**src/rtl/iso_ct_pkg.sv**
```systemverilog
package iso_ct_pkg;
  // strobes from control to datapath for one clock
  typedef struct packed {
    logic loadSw;      // take software value
    logic loadRx;      // take received cycle-start value
    logic stepOffset;  // offset + 1
    logic rollOffset;  // offset -> 0, carry into cycle field
  } ctStrobes_t;
endpackage

```
**src/rtl/iso_ct_ctrl.sv**
```systemverilog
module iso_ct_ctrl
  import iso_ct_pkg::*;
(
  input  logic       clk,
  input  logic       rstN,
  input  logic       tickEn,
  input  logic       countEnable,
  input  logic       isMaster,
  input  logic       extClkSel,
  input  logic       extTick,
  input  logic       rxCsValid,
  input  logic       swWrEn,
  input  logic       offsetAtEnd,
  output ctStrobes_t stb
);
  logic internalRoll;
  logic externalRoll;

  assign internalRoll = !extClkSel && tickEn && offsetAtEnd;
  assign externalRoll = extClkSel && extTick;

  always_comb begin
    stb            = '0;
    stb.loadSw     = swWrEn;
    stb.loadRx     = rxCsValid && !isMaster && !swWrEn;
    stb.rollOffset = countEnable && (internalRoll || externalRoll);
    stb.stepOffset = countEnable && tickEn && !offsetAtEnd;
  end

  // a master never takes a received cycle start
  p_master_ignores_rx_r6: assert property (@(posedge clk) disable iff (!rstN)
    isMaster |-> !stb.loadRx);
  // at most one load source per clock
  p_single_load_r7: assert property (@(posedge clk) disable iff (!rstN)
    !(stb.loadSw && stb.loadRx));
  // no advance while counting is disabled
  p_hold_when_disabled_r10: assert property (@(posedge clk) disable iff (!rstN)
    !countEnable |-> !(stb.stepOffset || stb.rollOffset));
endmodule

```
**src/rtl/iso_ct_datapath.sv**
```systemverilog
module iso_ct_datapath
  import iso_ct_pkg::*;
#(
  parameter int OFFSET_W   = 12,
  parameter int OFFSET_MOD = 3072,
  parameter int COUNT_W    = 13,
  parameter int COUNT_MOD  = 8000,
  parameter int SEC_W      = 7,
  localparam int TIME_W    = OFFSET_W + COUNT_W + SEC_W
)(
  input  logic              clk,
  input  logic              rstN,
  input  ctStrobes_t        stb,
  input  logic [TIME_W-1:0] swWrData,
  input  logic [TIME_W-1:0] rxCsData,
  output logic [TIME_W-1:0] timeOut,
  output logic              cycleTick,
  output logic              offsetAtEnd
);
  localparam logic [OFFSET_W-1:0] OFFSET_LAST = OFFSET_W'(OFFSET_MOD - 1);
  localparam logic [COUNT_W-1:0]  COUNT_LAST  = COUNT_W'(COUNT_MOD - 1);

  logic [OFFSET_W-1:0] offsetQ;
  logic [COUNT_W-1:0]  countQ;
  logic [SEC_W-1:0]    secQ;
  logic                countAtEnd;
  logic                anyLoad;
  logic [TIME_W-1:0]   loadValue;

  assign offsetAtEnd = offsetQ >= OFFSET_LAST;
  assign countAtEnd  = countQ >= COUNT_LAST;
  assign anyLoad     = stb.loadSw || stb.loadRx;
  assign loadValue   = stb.loadSw ? swWrData : rxCsData;
  assign timeOut     = {secQ, countQ, offsetQ};

  always_ff @(posedge clk or negedge rstN) begin
    if (!rstN) begin
      offsetQ   <= '0;
      countQ    <= '0;
      secQ      <= '0;
      cycleTick <= 1'b0;
    end else begin
      cycleTick <= 1'b0;
      if (anyLoad) begin
        {secQ, countQ, offsetQ} <= loadValue;
      end else if (stb.rollOffset) begin
        offsetQ   <= '0;
        cycleTick <= 1'b1;
        if (countAtEnd) begin
          countQ <= '0;
          secQ   <= secQ + 1'b1;
        end else begin
          countQ <= countQ + 1'b1;
        end
      end else if (stb.stepOffset) begin
        offsetQ <= offsetQ + 1'b1;
      end
    end
  end

  // a software write shows on the next clock
  p_sw_load_r7: assert property (@(posedge clk) disable iff (!rstN)
    stb.loadSw |=> timeOut == $past(swWrData));
  // a received cycle start shows on the next clock
  p_rx_load_r6: assert property (@(posedge clk) disable iff (!rstN)
    stb.loadRx |=> timeOut == $past(rxCsData));
  // a plain step raises only the offset
  p_step_r2: assert property (@(posedge clk) disable iff (!rstN)
    (stb.stepOffset && !stb.rollOffset && !anyLoad)
      |=> (offsetQ == OFFSET_W'($past(offsetQ) + 1'b1)) && $stable(countQ) && $stable(secQ));
  // a boundary pulse always shows a cleared offset
  p_tick_at_zero_r3: assert property (@(posedge clk) disable iff (!rstN)
    cycleTick |-> offsetQ == '0);
  // a load clock never yields a boundary pulse
  p_load_no_tick_r8: assert property (@(posedge clk) disable iff (!rstN)
    anyLoad |=> !cycleTick);
endmodule

```
**src/rtl/iso_cycle_timer.sv**
```systemverilog
module iso_cycle_timer
  import iso_ct_pkg::*;
#(
  parameter int OFFSET_W   = 12,
  parameter int OFFSET_MOD = 3072,
  parameter int COUNT_W    = 13,
  parameter int COUNT_MOD  = 8000,
  parameter int SEC_W      = 7,
  localparam int TIME_W    = OFFSET_W + COUNT_W + SEC_W
)(
  input  logic              clk,
  input  logic              rstN,
  input  logic              tickEn,
  input  logic              countEnable,
  input  logic              isMaster,
  input  logic              extClkSel,
  input  logic              extTick,
  input  logic              rxCsValid,
  input  logic [TIME_W-1:0] rxCsData,
  input  logic              swWrEn,
  input  logic [TIME_W-1:0] swWrData,
  output logic [TIME_W-1:0] timeOut,
  output logic              cycleTick
);
  ctStrobes_t stb;
  logic       offsetAtEnd;

  iso_ct_ctrl u_ctrl (
    .clk(clk), .rstN(rstN), .tickEn(tickEn), .countEnable(countEnable),
    .isMaster(isMaster), .extClkSel(extClkSel), .extTick(extTick),
    .rxCsValid(rxCsValid), .swWrEn(swWrEn), .offsetAtEnd(offsetAtEnd), .stb(stb)
  );

  iso_ct_datapath #(
    .OFFSET_W(OFFSET_W), .OFFSET_MOD(OFFSET_MOD), .COUNT_W(COUNT_W),
    .COUNT_MOD(COUNT_MOD), .SEC_W(SEC_W)
  ) u_dp (
    .clk(clk), .rstN(rstN), .stb(stb), .swWrData(swWrData), .rxCsData(rxCsData),
    .timeOut(timeOut), .cycleTick(cycleTick), .offsetAtEnd(offsetAtEnd)
  );
endmodule

```
**config.mk**
```make
export PLATFORM = sky130hd
export DESIGN_NAME = iso_cycle_timer
export DESIGN_NICKNAME = d
export VERILOG_FILES = /design/src/rtl/iso_ct_pkg.sv /design/src/rtl/iso_ct_ctrl.sv /design/src/rtl/iso_ct_datapath.sv /design/src/rtl/iso_cycle_timer.sv
export SDC_FILE = /design/constraint.sdc
export NUM_CORES = 1
export LEC_CHECK = 0
export BUFFER_PORTS_ARGS = -buffer_cell sky130_fd_sc_hd__buf_2
export CAP_MARGIN = 40
export CORE_MARGIN = 2
export CORE_UTILIZATION = 50
export DETAILED_ROUTE_END_ITERATION = 10
export PLACE_DENSITY = 0.84
export SYNTH_ARGS = -nofsm -noshare
export SYNTH_HDL_FRONTEND = slang
export SYNTH_SLANG_ARGS = --single-unit
```
**constraint.sdc**
```tcl
create_clock -name clk -period 4.75 [get_ports clk]
set_clock_uncertainty 0.2 [all_clocks]
set_input_delay 0.95 -clock clk [delete_from_list [all_inputs] [get_ports clk]]
set_output_delay 0.95 -clock clk [all_outputs]
set_load 0.02 [all_outputs]
```
Yosys cells after proc, flatten, opt, wreduce, memory -nomap -nowiden. Index checks and enable logic that the tools add are counted.

Output and inout port bits: 33. Logic and storage cells: 39. Input port bits: 73. Flip-flop bits (word level): 33.

Reductions and logical operators: 18. Order comparisons: 2. Muxes and demuxes: 12. Add/sub/neg operators: 3.

Operator list (count): 13-bit 2-to-1 mux (3); 12-bit 2-to-1 mux (3); 32-bit 2-to-1 mux (1); 7-bit 2-to-1 mux (3); 13-bit by 1-bit adder with 13-bit output, second input constant (1); 13-bit >= comparator, second input constant (1); 12-bit by 1-bit adder with 12-bit output, second input constant (1); 12-bit >= comparator, second input constant (1); 1-bit logical AND (8); 7-bit by 1-bit adder with 7-bit output, second input constant (1); 1-bit zero test (4); 2-bit nonzero test (2); 3-bit nonzero test (1); 1-bit logical OR (2); 1-bit 2-to-1 mux (2); 2-bit AND reduction (1).

Depth between registers and ports, before layout.
Depth after elaboration: 7. Depth in mapped cells: 8. Depth with buffers taken out: 6.

By module. Synthesis repeated with hierarchy kept, for this count alone.

Cell total of the unflattened synthesis: 293. Area total of the unflattened synthesis: 2393.5 µm².

Modules (own cells, without submodules): iso_ct_datapath (cells an instance 286, seq. area each 825.8 µm², instances 1, area an instance 2354.8 µm²); iso_ct_ctrl (cells an instance 7, seq. area each 0.0 µm², instances 1, area an instance 38.8 µm²).

Worst setup path after synthesis. Ideal clock, no wire load.

Path type: in2reg. Start point: input extClkSel. End point: register u_dp.offsetQ[3]. Path buffers: 0. Arrival time: 2178 ps. Required time: 4481 ps. Path slack: 2303 ps. Cell stages on the path: 5. Library setup time: 69 ps. Path through: and4b_1 -> o21ai_1 -> o211ai_2 -> or4_1 -> nand3_1.

Longest elaborated chain between the ends: 7. Elaborated cells on any way between the ends: 9. Those cells by class: mux: 2; reduce/logical: 7.

RTL lines: start, declared (line iso_cycle_timer.sv:16) `input logic extClkSel,`; 1-bit zero test (line iso_ct_ctrl.sv:19) `assign internalRoll = !extClkSel && tickEn && offsetAtEnd;`; 1-bit logical AND (2 in a row) (line iso_ct_ctrl.sv:19); 1-bit logical OR * (line iso_ct_ctrl.sv:26) `stb.rollOffset = countEnable && (internalRoll || externalRoll);`; 1-bit logical AND * (line iso_ct_ctrl.sv:26); 12-bit 2-to-1 mux (line iso_ct_datapath.sv:46) `end else if (stb.rollOffset) begin`; 12-bit 2-to-1 mux (line iso_ct_datapath.sv:44) `if (anyLoad) begin`; end signal, assigned (line iso_ct_datapath.sv:45) `{secQ, countQ, offsetQ} <= loadValue;`; end signal, assigned (line iso_ct_datapath.sv:56) `offsetQ <= offsetQ + 1'b1;`; end, declared (line iso_ct_datapath.sv:23) `logic [OFFSET_W-1:0] offsetQ;`.

Every way passes the cells marked *; elsewhere a longest branch is shown, timed or not. A chain may end at the register's enable or synchronous reset.

Worst setup path after layout.
Start point: input swWrEn. End point: register u_dp.secQ[1].

Longest elaborated chain between the ends: 5. Elaborated cells on any way between the ends: 8. Those cells by class: mux: 2; reduce/logical: 6.

RTL lines: start, declared (line iso_cycle_timer.sv:20) `input logic swWrEn,`; 1-bit zero test (line iso_ct_ctrl.sv:25) `stb.loadRx = rxCsValid && !isMaster && !swWrEn;`; 1-bit logical AND (line iso_ct_ctrl.sv:25); 1-bit logical OR (line iso_ct_datapath.sv:32) `assign anyLoad = stb.loadSw || stb.loadRx;`; 2-bit nonzero test (no line); 2-bit AND reduction (no line); end signal, assigned (line iso_ct_datapath.sv:45); end signal, assigned (line iso_ct_datapath.sv:51) `secQ <= secQ + 1'b1;`; end, declared (line iso_ct_datapath.sv:25) `logic [SEC_W-1:0] secQ;`.

Several ways; a longest one is shown, not always the timed one.

==> impl_metrics.py <==
metrics = {
    "run_status": {
        "run_status": "finished clean",
    },
    "logic_synthesis": {
        "synth_top_family_by_area": "compound AO/OA/AOI/OAI gates",
        "muxShareOfSynthArea_pct": 4.45,
        "netlist_top_cells_area": "dfrtp_1 35%, nand3_1 4.0%, a22oi_1 3.5%",
        "synth_top_area_share_pct": 35.0,
        "synth-async-reset-ratio_pct": 100,
        "synth_flop_cell": "dfrtp_1",
        "synth.avg_cell_area_um2": 8.91,
        "synthCells": 265,
        "synthXorXnorAreaFrac_pct": 0.742,
        "yosys-top-cells-count": "33 x dfrtp_1, 19 x nand3_1, 18 x nand2_1, 12 x a21oi_1, 12 x a31oi_1",
        "synth-compound-area-share_pct": 33.2,
        "synth_seq_cells": 33,
        "synth_top_area_cell": "dfrtp_1",
        "yosys_warnings": 0,
        "ys_seq_area_share_pct": 35.0,
        "netlist_area_um2": 2360,
        "synthAdderAreaFrac_pct": 1.59,
        "synth_cell_type_count": 61,
        "yosysMostFrequentCell": "dfrtp_1",
        "syn_nets": 341,
        "synthSimpleGateAreaFrac_pct": 20.4,
        "synth_edf_count": 0,
    },
    "cts": {
        "cts_tree": "built",
        "clock-sinks": 33,
        "clk_latency_ns": 0.29,
        "path_clk_slew_ns": 0.07,
        "cts.path.max_buffers": 2,
        "h-tree-depth": 2,
        "ctsResizeCount": 0,
        "post_cts_buffers": 0,
        "cts-root-buf": "clkbuf_8",
        "cts_made_buffers": 5,
        "hold_buffers": 0,
    },
    "worst_setup_path": {
        "path_buf_inv": 1,
        "path_max_fanout": 33,
        "arrival_ns": 2.92,
        "start_kind": "primary input",
        "critPathKind": "in2reg",
        "crit_family": "compound AO/OA/AOI/OAI gates",
        "cp-startpoint": "swWrEn",
        "crit_chain": "buf_2 -> nor2_1 -> o211a_1 -> a21oi_1 -> mux2_2",
        "crit_slowest_cell": "buf_2",
        "required_ns": 4.73,
        "reg2reg_from": "u_dp.offsetQ[0]",
        "critPathMaxStageDelay_ns": 0.54,
        "cp-end-kind": "flop",
    },
    "place": {
        "hpwlAfterDp_um": 5000,
        "pre_cts_slack_ns": 1.50,
        "io_buffers": 105,
        "placedCellCount": 408,
        "place_area_um2": 2890,
        "gp_congestion": 0.927,
    },
    "floorplan": {
        "fp.coreArea_um2": 4630,
        "placement_rows": 25,
        "die_x_um": 72.7,
        "die_h_um": 72.7,
        "start_util_pct": 51.0,
        "die-area_um2": 5290,
        "ios": 106,
    },
    "sta": {
        "max_freq_mhz": 340,
        "setup_ws_ns": 1.81,
        "maxSlewHeadroom_pct": 48.0,
        "rsz0062_at_grt": "no",
        "worst_slew_pin_slew_ns": 0.780,
        "period_share_pct": 62.0,
        "setup_violations": 0,
        "period_minus_slack_ns": 2.94,
        "drv_slew": 0,
        "setup_tns_ns": 0,
        "hold_viol": 0,
    },
    "detailed_routing": {
        "remaining_drc_errors": 0,
        "wl_per_cell_um": 17.0,
        "vias_per_cell": 6.53,
        "via_count": 2715,
        "drt-total-wl_um": 7070,
        "drt_pass1_iterations": 5,
        "drt-initial-drc-count": 286,
        "ant_nets": 0,
    },
    "global_route": {
        "grt_start_max_net_pins": 34,
        "grt.overflow.total": 0,
        "antenna_found_initial": 0,
        "first_global_vias": 2408,
        "grt.total_usage_pct": 26.9,
        "grt_pass1_wl_um": 11100,
    },
    "min_path": {
        "hp-class": "reg2reg",
        "hp-start": "u_dp.offsetQ[9]",
    },
    "pwr": {
        "pwr-share-seq_pct": 40.0,
        "switchingPower_uw": 321,
        "powerDensity_nw_per_um2": 307,
        "switching_share_pct": 34.8,
        "vdd_drop_max_mv": 0.183,
        "p_clk_share_pct": 30.3,
        "power.internal_uw": 602,
        "total_power_uw": 923,
        "comb_power_share_pct": 29.7,
        "p_leak_nw": 1.37,
    },
    "final_layout": {
        "fin_nets": 437,
        "fill_cells": 399,
        "layoutNonFillerInstCount": 416,
        "syn2layout_area_growth_pct": 27.4,
        "stdcell_area_um2": 3010,
        "drive_gt1_share_pct": 34.8,
        "diodes": 0,
    },
    "job": {
        "cap_violations": 0,
    },
}
[cells in the final DEF, fill, tap and decap left out, types with 3 or more instances in the layout]
cell | Yosys | final
buf_2 | 7 | 105
dfrtp_1 | 33 | 33
nand3_1 | 19 | 19
nand2_1 | 18 | 18
a21oi_1 | 12 | 12
a31oi_1 | 12 | 12
a22oi_1 | 11 | 11
nor2_1 | 10 | 10
nor3_1 | 9 | 9
o21ai_0 | 8 | 8
and3_1 | 7 | 7
a22o_1 | 7 | 7
inv_1 | 6 | 6
mux2i_1 | 6 | 6
clkbuf_8 | 0 | 6
and2_1 | 5 | 5
a311oi_1 | 5 | 5
o31ai_1 | 5 | 5
o221ai_1 | 4 | 4
o22a_1 | 4 | 4
o22ai_1 | 4 | 4
a221o_1 | 4 | 4
mux2_2 | 4 | 4
nor2b_1 | 3 | 3
nand4_1 | 3 | 3
a211oi_1 | 3 | 3
ha_1 | 3 | 3
[sequential cells by signal (all words and copies together) (netlist names)]
register and count:
u_dp.offsetQ 12, u_dp.cycleTick 1, u_dp.countQ 13, u_dp.secQ 7
[final timing paths]
check | endpoint | slack, ns | depth (start not counted)
setup / recovery | u_dp.secQ[1] | 1.81 | 5
hold / removal | u_dp.offsetQ[9] | 0.34 | 1
setup reg to reg | u_dp.countQ[7] | 1.95 | 6
hold reg to reg | u_dp.offsetQ[9] | 0.34 | 1
max in group asynchronous | u_dp.offsetQ[10] | 3.32 | 1
min in group asynchronous | u_dp.secQ[1] | 0.54 | 1
[stage by stage]
stage          hold WS, ns  utilization (%)
2_1_floorplan        0.434                -
3_3_place_gp         0.308             62.3
3_5_place_dp         0.331             62.5
4_1_cts              0.346             65.0
5_1_grt              0.372             65.0
6_report             0.342             65.0
[cell type report]
| type | count | area (um2) | area share [%] |
|---|---|---|---|
| Inverter | 6 | 22.5 | 0.748 |
| Clock buffer | 7 | 86.3 | 2.87 |
| Tap cell | 54 | 67.6 | 2.24 |
| Clock inverter | 1 | 30.0 | 0.998 |
| Multi-Input combinational cell | 207 | 1430 | 47.4 |
| Sequential cell | 33 | 826 | 27.4 |
| Timing Repair Buffer | 108 | 552 | 18.3 |
[per-layer routing]
layer  vias to the layer above  wire (um)  GRT usage [%]  share of wire, %
li1                       1254          -              -                 -
met1                      1282       2930           35.0                41
met2                       164       3430           44.5                49
met3                        15        595           4.83               8.4
met4                         0        115           10.5               1.6
met5                         -          0              0                 0
[power groups by stage]
stage / Clock (mW) / Combinational [mW] / Sequential, mW
after global routing: 0.293 / 0.298 / 0.375
after CTS: 0.281 / 0.273 / 0.367
after floorplan: 0 / 0.130 / 0.405
after detailed placement: 0 / 0.272 / 0.372
after global placement: 0 / 0.264 / 0.371
final: 0.279 / 0.274 / 0.369
[cells by family (layout without fill, tap and decap cells)]
| group | Yosys count | count (layout) |
|---|---|---|
| AO/OA/AOI/OAI | 104 | 104 |
| XOR/XNOR | 2 | 2 |
| adder cells (fa/ha/maj) | 3 | 3 |
| buffers and inverters | 25 | 122 |
| flip-flops | 33 | 33 |
| multiplexers | 10 | 10 |
| AND/OR/NAND/NOR | 88 | 88 |
No activity file was read; power rests on OpenSTA's default activity.
